`config.mk`:
```
export PLATFORM = sky130hd
export DESIGN_NAME = uc_cracker
export DESIGN_NICKNAME = d
export VERILOG_FILES = /design/src/rtl/uc_pkg.sv /design/src/rtl/uc_step_ctrl.sv /design/src/rtl/uc_uop_gen.sv /design/src/rtl/uc_cracker.sv
export SDC_FILE = /design/constraint.sdc
export NUM_CORES = 1
export LEC_CHECK = 0
export BUFFER_PORTS_ARGS = -buffer_cell sky130_fd_sc_hd__buf_4
export CORE_UTILIZATION = 45
export DETAILED_ROUTE_END_ITERATION = 8
export GPL_ROUTABILITY_DRIVEN = 0
export PLACE_DENSITY = 0.79
export SKIP_LAST_GASP = 1
export SYNTH_ARGS = -nofsm -noshare
export SYNTH_HDL_FRONTEND = slang
export SYNTH_SLANG_ARGS = --single-unit
```
`constraint.sdc`:
```
create_clock -name clk -period 3 [get_ports clk]
set_input_delay 0.3 -clock clk [delete_from_list [all_inputs] [get_ports clk]]
set_output_delay 0.3 -clock clk [all_outputs]
set_load 0.005 [all_outputs]
```
`src/rtl/uc_pkg.sv`:
```
package uc_pkg;

    localparam int MAX_UOPS = 4;

    typedef enum logic [3:0] {
        CLS_ALU    = 4'd0,
        CLS_CMP    = 4'd1,
        CLS_BR     = 4'd2,
        CLS_LD     = 4'd3,
        CLS_ST     = 4'd4,
        CLS_ALU_MS = 4'd5,
        CLS_ALU_MD = 4'd6,
        CLS_CALL   = 4'd7,
        CLS_RET    = 4'd8,
        CLS_PUSH   = 4'd9
    } icls_e;

    typedef enum logic [3:0] {
        UOP_NOP  = 4'd0,
        UOP_ALU  = 4'd1,
        UOP_CMP  = 4'd2,
        UOP_BR   = 4'd3,
        UOP_LD   = 4'd4,
        UOP_ST   = 4'd5,
        UOP_ADDI = 4'd6,
        UOP_RDPC = 4'd7,
        UOP_JMP  = 4'd8,
        UOP_JMPR = 4'd9
    } uop_e;

    typedef enum logic [2:0] {
        SEL_ZERO, SEL_DST, SEL_SRC, SEL_BASE, SEL_SP, SEL_TMP
    } rsel_e;

    typedef enum logic [2:0] {
        IMM_ZERO, IMM_DISP, IMM_IMM, IMM_M4, IMM_P4
    } isel_e;

    typedef struct packed {
        uop_e  op;
        logic  use_fn;
        rsel_e dst;
        rsel_e sa;
        rsel_e sb;
        isel_e imm;
    } uop_tpl_t;

    // Number of micro-ops each class expands into.
    function automatic logic [2:0] seq_len(logic [3:0] cls);
        case (cls)
            CLS_ALU_MS, CLS_PUSH: return 3'd2;
            CLS_ALU_MD, CLS_RET:  return 3'd3;
            CLS_CALL:             return 3'd4;
            default:              return 3'd1;
        endcase
    endfunction

    function automatic uop_tpl_t mk_tpl(uop_e op, logic fn, rsel_e d, rsel_e a, rsel_e b, isel_e i);
        uop_tpl_t t;
        t.op = op; t.use_fn = fn; t.dst = d; t.sa = a; t.sb = b; t.imm = i;
        return t;
    endfunction

    // Shape of micro-op number 'step' of a class, in symbolic selectors.
    function automatic uop_tpl_t uop_template(logic [3:0] cls, logic [1:0] step);
        uop_tpl_t nop;
        nop = mk_tpl(UOP_NOP, 1'b0, SEL_ZERO, SEL_ZERO, SEL_ZERO, IMM_ZERO);
        case (cls)
            CLS_ALU: return mk_tpl(UOP_ALU, 1'b1, SEL_DST, SEL_DST, SEL_SRC, IMM_ZERO);
            CLS_CMP: return mk_tpl(UOP_CMP, 1'b0, SEL_ZERO, SEL_DST, SEL_SRC, IMM_ZERO);
            CLS_BR:  return mk_tpl(UOP_BR, 1'b1, SEL_ZERO, SEL_ZERO, SEL_ZERO, IMM_IMM);
            CLS_LD:  return mk_tpl(UOP_LD, 1'b0, SEL_DST, SEL_BASE, SEL_ZERO, IMM_DISP);
            CLS_ST:  return mk_tpl(UOP_ST, 1'b0, SEL_ZERO, SEL_BASE, SEL_SRC, IMM_DISP);
            CLS_ALU_MS:
                if (step == 2'd0) return mk_tpl(UOP_LD, 1'b0, SEL_TMP, SEL_BASE, SEL_ZERO, IMM_DISP);
                else              return mk_tpl(UOP_ALU, 1'b1, SEL_DST, SEL_DST, SEL_TMP, IMM_ZERO);
            CLS_ALU_MD:
                case (step)
                    2'd0:    return mk_tpl(UOP_LD, 1'b0, SEL_TMP, SEL_BASE, SEL_ZERO, IMM_DISP);
                    2'd1:    return mk_tpl(UOP_ALU, 1'b1, SEL_TMP, SEL_TMP, SEL_SRC, IMM_ZERO);
                    default: return mk_tpl(UOP_ST, 1'b0, SEL_ZERO, SEL_BASE, SEL_TMP, IMM_DISP);
                endcase
            CLS_CALL:
                case (step)
                    2'd0:    return mk_tpl(UOP_RDPC, 1'b0, SEL_TMP, SEL_ZERO, SEL_ZERO, IMM_ZERO);
                    2'd1:    return mk_tpl(UOP_ST, 1'b0, SEL_ZERO, SEL_SP, SEL_TMP, IMM_M4);
                    2'd2:    return mk_tpl(UOP_ADDI, 1'b0, SEL_SP, SEL_SP, SEL_ZERO, IMM_M4);
                    default: return mk_tpl(UOP_JMP, 1'b0, SEL_ZERO, SEL_ZERO, SEL_ZERO, IMM_IMM);
                endcase
            CLS_RET:
                case (step)
                    2'd0:    return mk_tpl(UOP_ADDI, 1'b0, SEL_SP, SEL_SP, SEL_ZERO, IMM_P4);
                    2'd1:    return mk_tpl(UOP_LD, 1'b0, SEL_TMP, SEL_SP, SEL_ZERO, IMM_M4);
                    default: return mk_tpl(UOP_JMPR, 1'b0, SEL_ZERO, SEL_TMP, SEL_ZERO, IMM_ZERO);
                endcase
            CLS_PUSH:
                if (step == 2'd0) return mk_tpl(UOP_ST, 1'b0, SEL_ZERO, SEL_SP, SEL_SRC, IMM_M4);
                else              return mk_tpl(UOP_ADDI, 1'b0, SEL_SP, SEL_SP, SEL_ZERO, IMM_M4);
            default: return nop;
        endcase
    endfunction

endpackage

```
`src/rtl/uc_step_ctrl.sv`:
```
module uc_step_ctrl #(
    parameter int STEP_W = 2
) (
    input  logic              clk,
    input  logic              rst,
    input  logic              in_valid,
    input  logic              out_ready,
    input  logic [STEP_W:0]   seq_len,
    output logic              busy,
    output logic [STEP_W-1:0] step,
    output logic              last,
    output logic              in_ready,
    output logic              accept
);
    logic hs;

    assign hs       = busy & out_ready;
    assign last     = busy & ({1'b0, step} == (seq_len - 1'b1));
    assign in_ready = ~busy | (hs & last);
    assign accept   = in_valid & in_ready;

    always_ff @(posedge clk) begin
        if (rst) begin
            busy <= 1'b0;
            step <= '0;
        end else if (accept) begin
            busy <= 1'b1;
            step <= '0;
        end else if (hs && last) begin
            busy <= 1'b0;
            step <= '0;
        end else if (hs) begin
            step <= step + 1'b1;
        end
    end

    AST_STEP_HOLD: assert property (@(posedge clk) disable iff (rst)
        busy && !out_ready |=> busy && $stable(step));

    AST_STEP_RANGE: assert property (@(posedge clk) disable iff (rst)
        busy |-> ({1'b0, step} < seq_len));

endmodule

```
`src/rtl/uc_uop_gen.sv`:
```
module uc_uop_gen
    import uc_pkg::*;
#(
    parameter int REG_W   = 4,
    parameter int IMM_W   = 16,
    parameter int FN_W    = 3,
    parameter int SP_IDX  = 14,
    parameter int TMP_IDX = 15,
    parameter int STEP_W  = 2
) (
    input  logic [3:0]        cls,
    input  logic [STEP_W-1:0] step,
    input  logic [FN_W-1:0]   fn_i,
    input  logic [REG_W-1:0]  dst_i,
    input  logic [REG_W-1:0]  src_i,
    input  logic [REG_W-1:0]  base_i,
    input  logic [IMM_W-1:0]  disp_i,
    input  logic [IMM_W-1:0]  imm_i,
    output logic [3:0]        op_o,
    output logic [FN_W-1:0]   fn_o,
    output logic [REG_W-1:0]  dst_o,
    output logic [REG_W-1:0]  sa_o,
    output logic [REG_W-1:0]  sb_o,
    output logic [IMM_W-1:0]  imm_o
);
    localparam logic [REG_W-1:0] SP_R  = REG_W'(SP_IDX);
    localparam logic [REG_W-1:0] TMP_R = REG_W'(TMP_IDX);
    localparam logic [IMM_W-1:0] POS4  = IMM_W'(4);
    localparam logic [IMM_W-1:0] NEG4  = ~POS4 + 1'b1;

    uop_tpl_t            tpl;
    rsel_e               sel     [3];
    logic [REG_W-1:0]    reg_out [3];

    function automatic logic [REG_W-1:0] pick(rsel_e s, logic [REG_W-1:0] d,
                                              logic [REG_W-1:0] r, logic [REG_W-1:0] b);
        case (s)
            SEL_DST:  return d;
            SEL_SRC:  return r;
            SEL_BASE: return b;
            SEL_SP:   return SP_R;
            SEL_TMP:  return TMP_R;
            default:  return '0;
        endcase
    endfunction

    assign tpl    = uop_template(cls, 2'(step));
    assign sel[0] = tpl.dst;
    assign sel[1] = tpl.sa;
    assign sel[2] = tpl.sb;

    generate
        for (genvar g = 0; g < 3; g++) begin : g_slot
            assign reg_out[g] = pick(sel[g], dst_i, src_i, base_i);
        end
    endgenerate

    always_comb begin
        case (tpl.imm)
            IMM_DISP: imm_o = disp_i;
            IMM_IMM:  imm_o = imm_i;
            IMM_M4:   imm_o = NEG4;
            IMM_P4:   imm_o = POS4;
            default:  imm_o = '0;
        endcase
    end

    assign op_o  = tpl.op;
    assign fn_o  = tpl.use_fn ? fn_i : '0;
    assign dst_o = reg_out[0];
    assign sa_o  = reg_out[1];
    assign sb_o  = reg_out[2];

endmodule

```
`src/rtl/uc_cracker.sv`:
```
module uc_cracker
    import uc_pkg::*;
#(
    parameter int REG_W   = 4,
    parameter int IMM_W   = 16,
    parameter int FN_W    = 3,
    parameter int SP_IDX  = 14,
    parameter int TMP_IDX = 15
) (
    input  logic             clk,
    input  logic             rst,
    input  logic             in_valid,
    output logic             in_ready,
    input  logic [3:0]       in_cls,
    input  logic [FN_W-1:0]  in_fn,
    input  logic [REG_W-1:0] in_dst,
    input  logic [REG_W-1:0] in_src,
    input  logic [REG_W-1:0] in_base,
    input  logic [IMM_W-1:0] in_disp,
    input  logic [IMM_W-1:0] in_imm,
    output logic             out_valid,
    input  logic             out_ready,
    output logic [3:0]       out_op,
    output logic [FN_W-1:0]  out_fn,
    output logic [REG_W-1:0] out_dst,
    output logic [REG_W-1:0] out_srca,
    output logic [REG_W-1:0] out_srcb,
    output logic [IMM_W-1:0] out_imm,
    output logic             out_last
);
    localparam int STEP_W = $clog2(MAX_UOPS);

    logic [3:0]        cls_q;
    logic [FN_W-1:0]   fn_q;
    logic [REG_W-1:0]  dst_q, src_q, base_q;
    logic [IMM_W-1:0]  disp_q, imm_q;
    logic [STEP_W:0]   len_w;
    logic [STEP_W-1:0] step_w;
    logic              accept_w;

    assign len_w = (STEP_W+1)'(seq_len(cls_q));

    always_ff @(posedge clk) begin
        if (rst) begin
            cls_q  <= '0;
            fn_q   <= '0;
            dst_q  <= '0;
            src_q  <= '0;
            base_q <= '0;
            disp_q <= '0;
            imm_q  <= '0;
        end else if (accept_w) begin
            cls_q  <= in_cls;
            fn_q   <= in_fn;
            dst_q  <= in_dst;
            src_q  <= in_src;
            base_q <= in_base;
            disp_q <= in_disp;
            imm_q  <= in_imm;
        end
    end

    uc_step_ctrl #(.STEP_W(STEP_W)) i_ctrl (
        .clk      (clk),
        .rst      (rst),
        .in_valid (in_valid),
        .out_ready(out_ready),
        .seq_len  (len_w),
        .busy     (out_valid),
        .step     (step_w),
        .last     (out_last),
        .in_ready (in_ready),
        .accept   (accept_w)
    );

    uc_uop_gen #(
        .REG_W  (REG_W),
        .IMM_W  (IMM_W),
        .FN_W   (FN_W),
        .SP_IDX (SP_IDX),
        .TMP_IDX(TMP_IDX),
        .STEP_W (STEP_W)
    ) i_gen (
        .cls   (cls_q),
        .step  (step_w),
        .fn_i  (fn_q),
        .dst_i (dst_q),
        .src_i (src_q),
        .base_i(base_q),
        .disp_i(disp_q),
        .imm_i (imm_q),
        .op_o  (out_op),
        .fn_o  (out_fn),
        .dst_o (out_dst),
        .sa_o  (out_srca),
        .sb_o  (out_srcb),
        .imm_o (out_imm)
    );

    AST_STALL_HOLD: assert property (@(posedge clk) disable iff (rst)
        out_valid && !out_ready |=> out_valid && $stable(out_op) && $stable(out_dst)
            && $stable(out_srca) && $stable(out_srcb) && $stable(out_imm)
            && $stable(out_fn) && $stable(out_last));

    AST_ACCEPT_SHOWS: assert property (@(posedge clk) disable iff (rst)
        in_valid && in_ready |=> out_valid);

    AST_LAST_DRAINS: assert property (@(posedge clk) disable iff (rst)
        out_valid && out_ready && out_last && !in_valid |=> !out_valid);

    AST_NOP_SINGLE: assert property (@(posedge clk) disable iff (rst)
        out_valid && (out_op == UOP_NOP) |-> out_last);

    AST_IDLE_AFTER_RESET: assert property (@(posedge clk)
        $past(rst) |-> !out_valid && in_ready);

endmodule

```
# == Word level (Yosys, flattened, before mapping) ==
# Cells that the tools add are included.
# totals
ramBits,0
n_memories,0
mem_bits_ro,0
ff_bits,54
latch_bits,0
# classes
addsub,2
div_mod_pow,0
n_shift,0
mul,0
eq_ne,31
n_mux,14
order_cmp,0
n_reduce_logical,7
n_bitwise,6
# ops
cell,n
17-bit one-hot mux with 10 select lines,1
16-bit one-hot mux with 4 select lines,1
4-bit one-hot mux with 5 select lines,3
17-bit one-hot mux with 3 select lines,1
17-bit one-hot mux with 2 select lines,1
16-bit one-hot mux with 2 select lines,1
"3-bit by 2-bit equality test with 1-bit output, second input constant",8
"3-bit equality test, second input constant",7
"4-bit by 3-bit equality test with 1-bit output, second input constant",4
16-bit 2-to-1 mux,1
15-bit 2-to-1 mux,1
"3-bit by 1-bit equality test with 1-bit output, second input constant",4
3-bit one-hot mux with 3 select lines,1
"4-bit by 2-bit equality test with 1-bit output, second input constant",2
"4-bit equality test, second input constant",2
1-bit AND,4
"4-bit by 1-bit equality test with 1-bit output, second input constant",1
4-bit logical NOT,1
2-bit OR reduction,2
2-bit by 3-bit equality test with 1-bit output,1
3-bit 2-to-1 mux,1
3-bit OR reduction,1
"3-bit by 1-bit subtractor with 3-bit output, second input constant",1
"2-bit by 1-bit adder with 2-bit output, second input constant",1
other kinds (8),9

# == Logic depth before layout (Yosys ltp) ==
# depth
word_depth,10
ltp_mapped,10

# == By module ==
# From an unflattened synthesis, not the netlist that was laid out.
# hier_totals
hier_cells,383
hier_area_um2,3434.5
# by_module_without_submodules
module,cells_per_inst,area_per_inst_um2,seq_area_each_um2,instances
uc_cracker,172,1926.8,1021.0,1
uc_uop_gen,183,1280.0,0.0,1
uc_step_ctrl,28,227.7,60.1,1

# == Worst setup path after synthesis ==
# OpenSTA, ideal clock, no wires.
# synth_path
path_kind,reg2out
start,register i_ctrl.step[1]
end,output port out_imm[10]
t_arrival_ps,2012
path_stages_with_launch,10
slack_ps,688
cell_sequence,dfxtp_1 > inv_1 > ha_1 > a21o_1 > a311oi_2 > or2_1 > buf_4 > buf_4 > nand2_1 > a21oi_1
# synth_via
elab_chain_cells,5
elab_cells_between_ends,13
classes_between,6 x eq/ne; 6 x mux; 1 x reduce/logical
# synth_lines
item,line,rtl
from (decl),uc_step_ctrl.sv:10,"output logic [STEP_W-1:0] step,"
from (signal assigned),uc_step_ctrl.sv:33,step <= step + 1'b1;
2-bit equality test (tied with other cells),uc_pkg.sv:84,case (step)
17-bit one-hot mux with 3 select lines (tied with other cells),uc_pkg.sv:84,
17-bit one-hot mux with 10 select lines (*),uc_pkg.sv:68,case (cls)
3-bit equality test (tied with other cells),uc_uop_gen.sv:59,case (tpl.imm)
16-bit one-hot mux with 4 select lines (*),uc_uop_gen.sv:59,
to (decl),uc_cracker.sv:28,"output logic [IMM_W-1:0] out_imm,"
# Mark *: on every way between the ends. The rest lies on a longest branch, timed or not.

# == Final worst setup path ==
# layout_path
start,register i_ctrl.step[1]
end,output port out_imm[14]
# The elaborated chain is that of the path after synthesis.

==> results.txt <==
* Number of antenna-violating nets in the routed design: 0
- Final Max Slew Viols: 0
- Total number of nets in the final design: 570
- In this run the cell area of the synthesized design comes to 3523 um2.
* Async set-reset flop share out of synthesis: 0
- Counting both buffers and inverters, the worst setup path holds a total of 3.
- Headroom to the max-slew limit: 0.5366
* Minimum setup slack among reg-to-reg paths: 0.52 ns
- Endpoint kind of the worst setup timing path: output pin
- DIE WIDTH: 90.49 um
- A synthesized cell averages 8.194 um2.
- Signed area change from the synthesized netlist to the final layout: 23.12%
- The flow ran to the end, and the final reports show no timing, DRC or antenna violations.
- Maximum number of pins on one net before global-route repair: 106
- The number of antenna violations at the first check in global routing is 0.
- Worst EP required: 2.70 ns
* Launch point of the worst reg-to-reg path: cls_q[1]
- The detailed router placed 3197 vias in this run.
- Kind of launch point of the worst setup path: flip-flop
- Share of synthesized area occupied by flip-flops and latches: 0.3068
- Number of H-tree levels: 2
* Max stage delay cell, worst path: sky130_fd_sc_hd__dfxtp_2
- Clock tree from TritonCTS: yes
- Site row count: 31
* Synth area leaders: sky130_fd_sc_hd__dfxtp_1 (31%), sky130_fd_sc_hd__nand2b_1 (19%), sky130_fd_sc_hd__mux2i_1 (14%), sky130_fd_sc_hd__a21oi_1 (4.7%), sky130_fd_sc_hd__o21ai_1 (3.1%)
* Min-delay worst type: input port to flip-flop
- The endpoint identified for the worst register-to-register timing path is disp_q[7].
* Post-synthesis net count: 493
- Max-cap violations in this run came to 0.
* Final Cycle Share: 0.9276
- Port buffer count: 92
- In the synthesized netlist the dominant register cell turns out to be sky130_fd_sc_hd__dfxtp_1.
* Initial cell density of the core: 0.4756
* Total power of the final layout: 1687 uW
* DRT Pass-1 Iters: 4
* Number of synthesized flops with an enable pin: 0
* Vias in the first global route: 3073
* Data arrival time at the worst-slack endpoint: 2.48 ns
- Summed over all cells, the static leakage comes to 0.001863 uW.
- Category of the most critical setup path: flip-flop to output pin
- The first global-routing pass estimated 14.29 mm of wire.
* Library cell occupying the most area in the post-synthesis netlist: sky130_fd_sc_hd__dfxtp_1
- Transition time of the tightest slew-check pin: 0.6950 ns
* Hold-critical path depth: 3
* Overall track demand over capacity in global routing: 0.2085
* Longest individual stage delay on the worst path: 0.37 ns
* Count of endpoints failing setup in the final report: 0
- Count of pins on the block boundary: 93
- From bottom edge to top edge, the die measures 90.49 um.
- Reg2Reg Depth: 7
* Cells after Synth: 430
- Drt drc: 0
* TritonCTS Buffers: 5
- Post-route minimum period: 2.783 ns
- CORE AREA: 7408 um2
- Final setup skew: 0.009346 ns
- The number of antenna diodes in the final layout is 0.
* Clock sink count: 54
* Highest clock rate: 359.3 MHz
* Post-route setup TNS: 0 ns
* Category of cells accounting for the largest share of critical-path delay: buffers and inverters
- Flop and latch count out of synthesis: 54
* Hold worst-path end: disp_q[14]
- Worst Path Max Fanout: 26
- Post-detailed-route wirelength per cell: 13.98 um
* Clk slew on worst S/H paths: 0.10 ns
- Yosys top cell area share: 0.3068
* Vias per inst: 5.276
* Share of cells above drive strength 1: 0.2308
- Global routing finished with a remaining overflow of 0.
* Root buffer cell: sky130_fd_sc_hd__clkbuf_8
* Die area: 8188 um2
* Peak ir drop on the vdd network: 0.2313 mV
- Traced cell by cell, the critical path runs through inv_1, ha_2, nand2b_1, a311oi_2, or2_1, buf_6, nand2_1, a21oi_1, buf_4.
- After the first detailed-routing iteration, the DRC count stood at 117.
- Yosys synthesis warning count: 0
- Post-DP HPWL: 6.131 mm
- The final layout contains routed wiring with a total length of 8.469 mm.
- In this run the most critical hold path is launched from in_disp[14].
- Setup repair after global routing left no endpoint under its margin.
- In this run the deepest clock path goes through 2 buffers.
* Cell variety after synth: 45
* Clock latency on the worst-skew pair: 0.30 ns
- The layout has 645 filler cells.
- Total count of hold-check failures in the final report: 0
* Power per cell area: 388.9 nW/um2
[cell usage after synthesis (3+ instances only)]
cell type	count
sky130_fd_sc_hd__a21oi_1	33
sky130_fd_sc_hd__a31oi_1	5
sky130_fd_sc_hd__a32o_1	3
sky130_fd_sc_hd__and2_1	3
sky130_fd_sc_hd__buf_1	3
sky130_fd_sc_hd__buf_2	5
sky130_fd_sc_hd__buf_4	3
sky130_fd_sc_hd__buf_6	5
sky130_fd_sc_hd__clkbuf_1	16
sky130_fd_sc_hd__dfxtp_1	54
sky130_fd_sc_hd__ha_1	8
sky130_fd_sc_hd__inv_1	14
sky130_fd_sc_hd__mux2i_1	51
sky130_fd_sc_hd__nand2_1	23
sky130_fd_sc_hd__nand2b_1	109
sky130_fd_sc_hd__nand3_1	6
sky130_fd_sc_hd__nor2_1	17
sky130_fd_sc_hd__nor2b_1	6
sky130_fd_sc_hd__o21ai_0	7
sky130_fd_sc_hd__o21ai_1	22
sky130_fd_sc_hd__o22ai_1	6
[per-layer routing]
metal | global-route usage | vias up | routed length, um
met5 | 0 | - | 0
met4 | 0.06452 | 0 | 121
met3 | 0.04377 | 14 | 559
met2 | 0.3529 | 127 | 4171
met1 | 0.2638 | 1447 | 3617
li1 | - | 1609 | -
[registers in the layout, indices dropped and copies added (netlist names)]
name,count
base_q,4
i_ctrl.step,2
dst_q,4
fn_q,3
i_ctrl.busy,1
src_q,4
cls_q,4
disp_q,16
imm_q,16
[stage by stage]
| stage | cell area (um2) | setup slack, ns | utilization | cells | hold WS, ns |
|---|---|---|---|---|---|
| floorplan | 3523 | 0.6883 | - | 430 | 0.4441 |
| global placement | 4250 | 0.4540 | 0.5737 | 599 | 0.4571 |
| detailed placement | 4250 | 0.3742 | 0.5737 | 599 | 0.4640 |
| CTS | 4329 | 0.004556 | 0.5844 | 606 | 0.2493 |
| global route | 4338 | 0.02855 | 0.5855 | 606 | 0.2500 |
| finish | 4338 | 0.2171 | 0.5855 | 606 | 0.2546 |
[final cells by class]
cell class                      instances  area [um2]  share of cell area
Sequential cell                        54        1084              0.2498
Inverter                               15       56.30             0.01298
Tap cell                               99       123.9             0.02855
Timing Repair Buffer                  102       782.0              0.1803
Clock buffer                            5       68.82             0.01586
Multi-Input combinational cell        329        2213              0.5102
Clock inverter                          2       10.01            0.002307
[kinds of logic (layout without fill, tap and decap cells)]
group	count (synthesis)	count (layout)	synth area share
muxes	52	52	0.1481
buffers and inverters	47	124	0.06569
and+or+nand+nor	173	173	0.2791
adders and majority gates	8	8	0.02841
xor gates and xnor gates	2	2	0.004972
AOI/OAI and AO/OA	94	94	0.1669
DFF	54	54	0.3068
[how the worst max path moves through the flow]
stage	from	to	slack, ns	cells past startpoint
floorplan	i_ctrl.step[1]	out_imm[10]	0.69	9
global placement	i_ctrl.step[0]	out_imm[14]	0.45	9
detailed placement	i_ctrl.step[0]	out_imm[9]	0.37	9
CTS	i_ctrl.step[0]	out_imm[9]	0.005	9
global route	i_ctrl.step[0]	out_imm[9]	0.03	9
finish	i_ctrl.step[1]	out_imm[14]	0.22	9
[worst reg2reg max path: cells and delay by family (launching register included)]
family,cells,cell delay [ns]
AOI/OAI and AO/OA,3,0.90
and+or+nand+nor,1,0.19
buffers and inverters,2,0.57
muxes,1,0.26
DFF,1,0.49
[cells in the final DEF, fill, tap and decap left out, types with 5 or more instances in the layout]
cell	instances
sky130_fd_sc_hd__nand2b_1	109
sky130_fd_sc_hd__buf_4	100
sky130_fd_sc_hd__dfxtp_1	52
sky130_fd_sc_hd__mux2i_1	51
sky130_fd_sc_hd__a21oi_1	33
sky130_fd_sc_hd__nand2_1	23
sky130_fd_sc_hd__o21ai_1	22
sky130_fd_sc_hd__nor2_1	17
sky130_fd_sc_hd__inv_1	14
sky130_fd_sc_hd__o21ai_0	7
sky130_fd_sc_hd__ha_1	7
sky130_fd_sc_hd__nor2b_1	6
sky130_fd_sc_hd__o22ai_1	6
sky130_fd_sc_hd__nand3_1	6
sky130_fd_sc_hd__a31oi_1	5
sky130_fd_sc_hd__clkbuf_8	5
[report_power, final]
group | switching [uW] | leakage, uW | internal, uW | total, uW
clock network | 238 | 0.0000438 | 158 | 396
registers | 41.8 | 0.000446 | 768 | 809
logic | 232 | 0.00137 | 250 | 482
total | 512 | 0.00186 | 1180 | 1690
[repair_timing]
item / in CTS / in global routing
setup endpoints to repair: 0 / 24
buffers inserted: 0 / 0
hold buffers: 0 / 0
gates resized for setup: 0 / 4
Power figures use the tool's default switching activity.
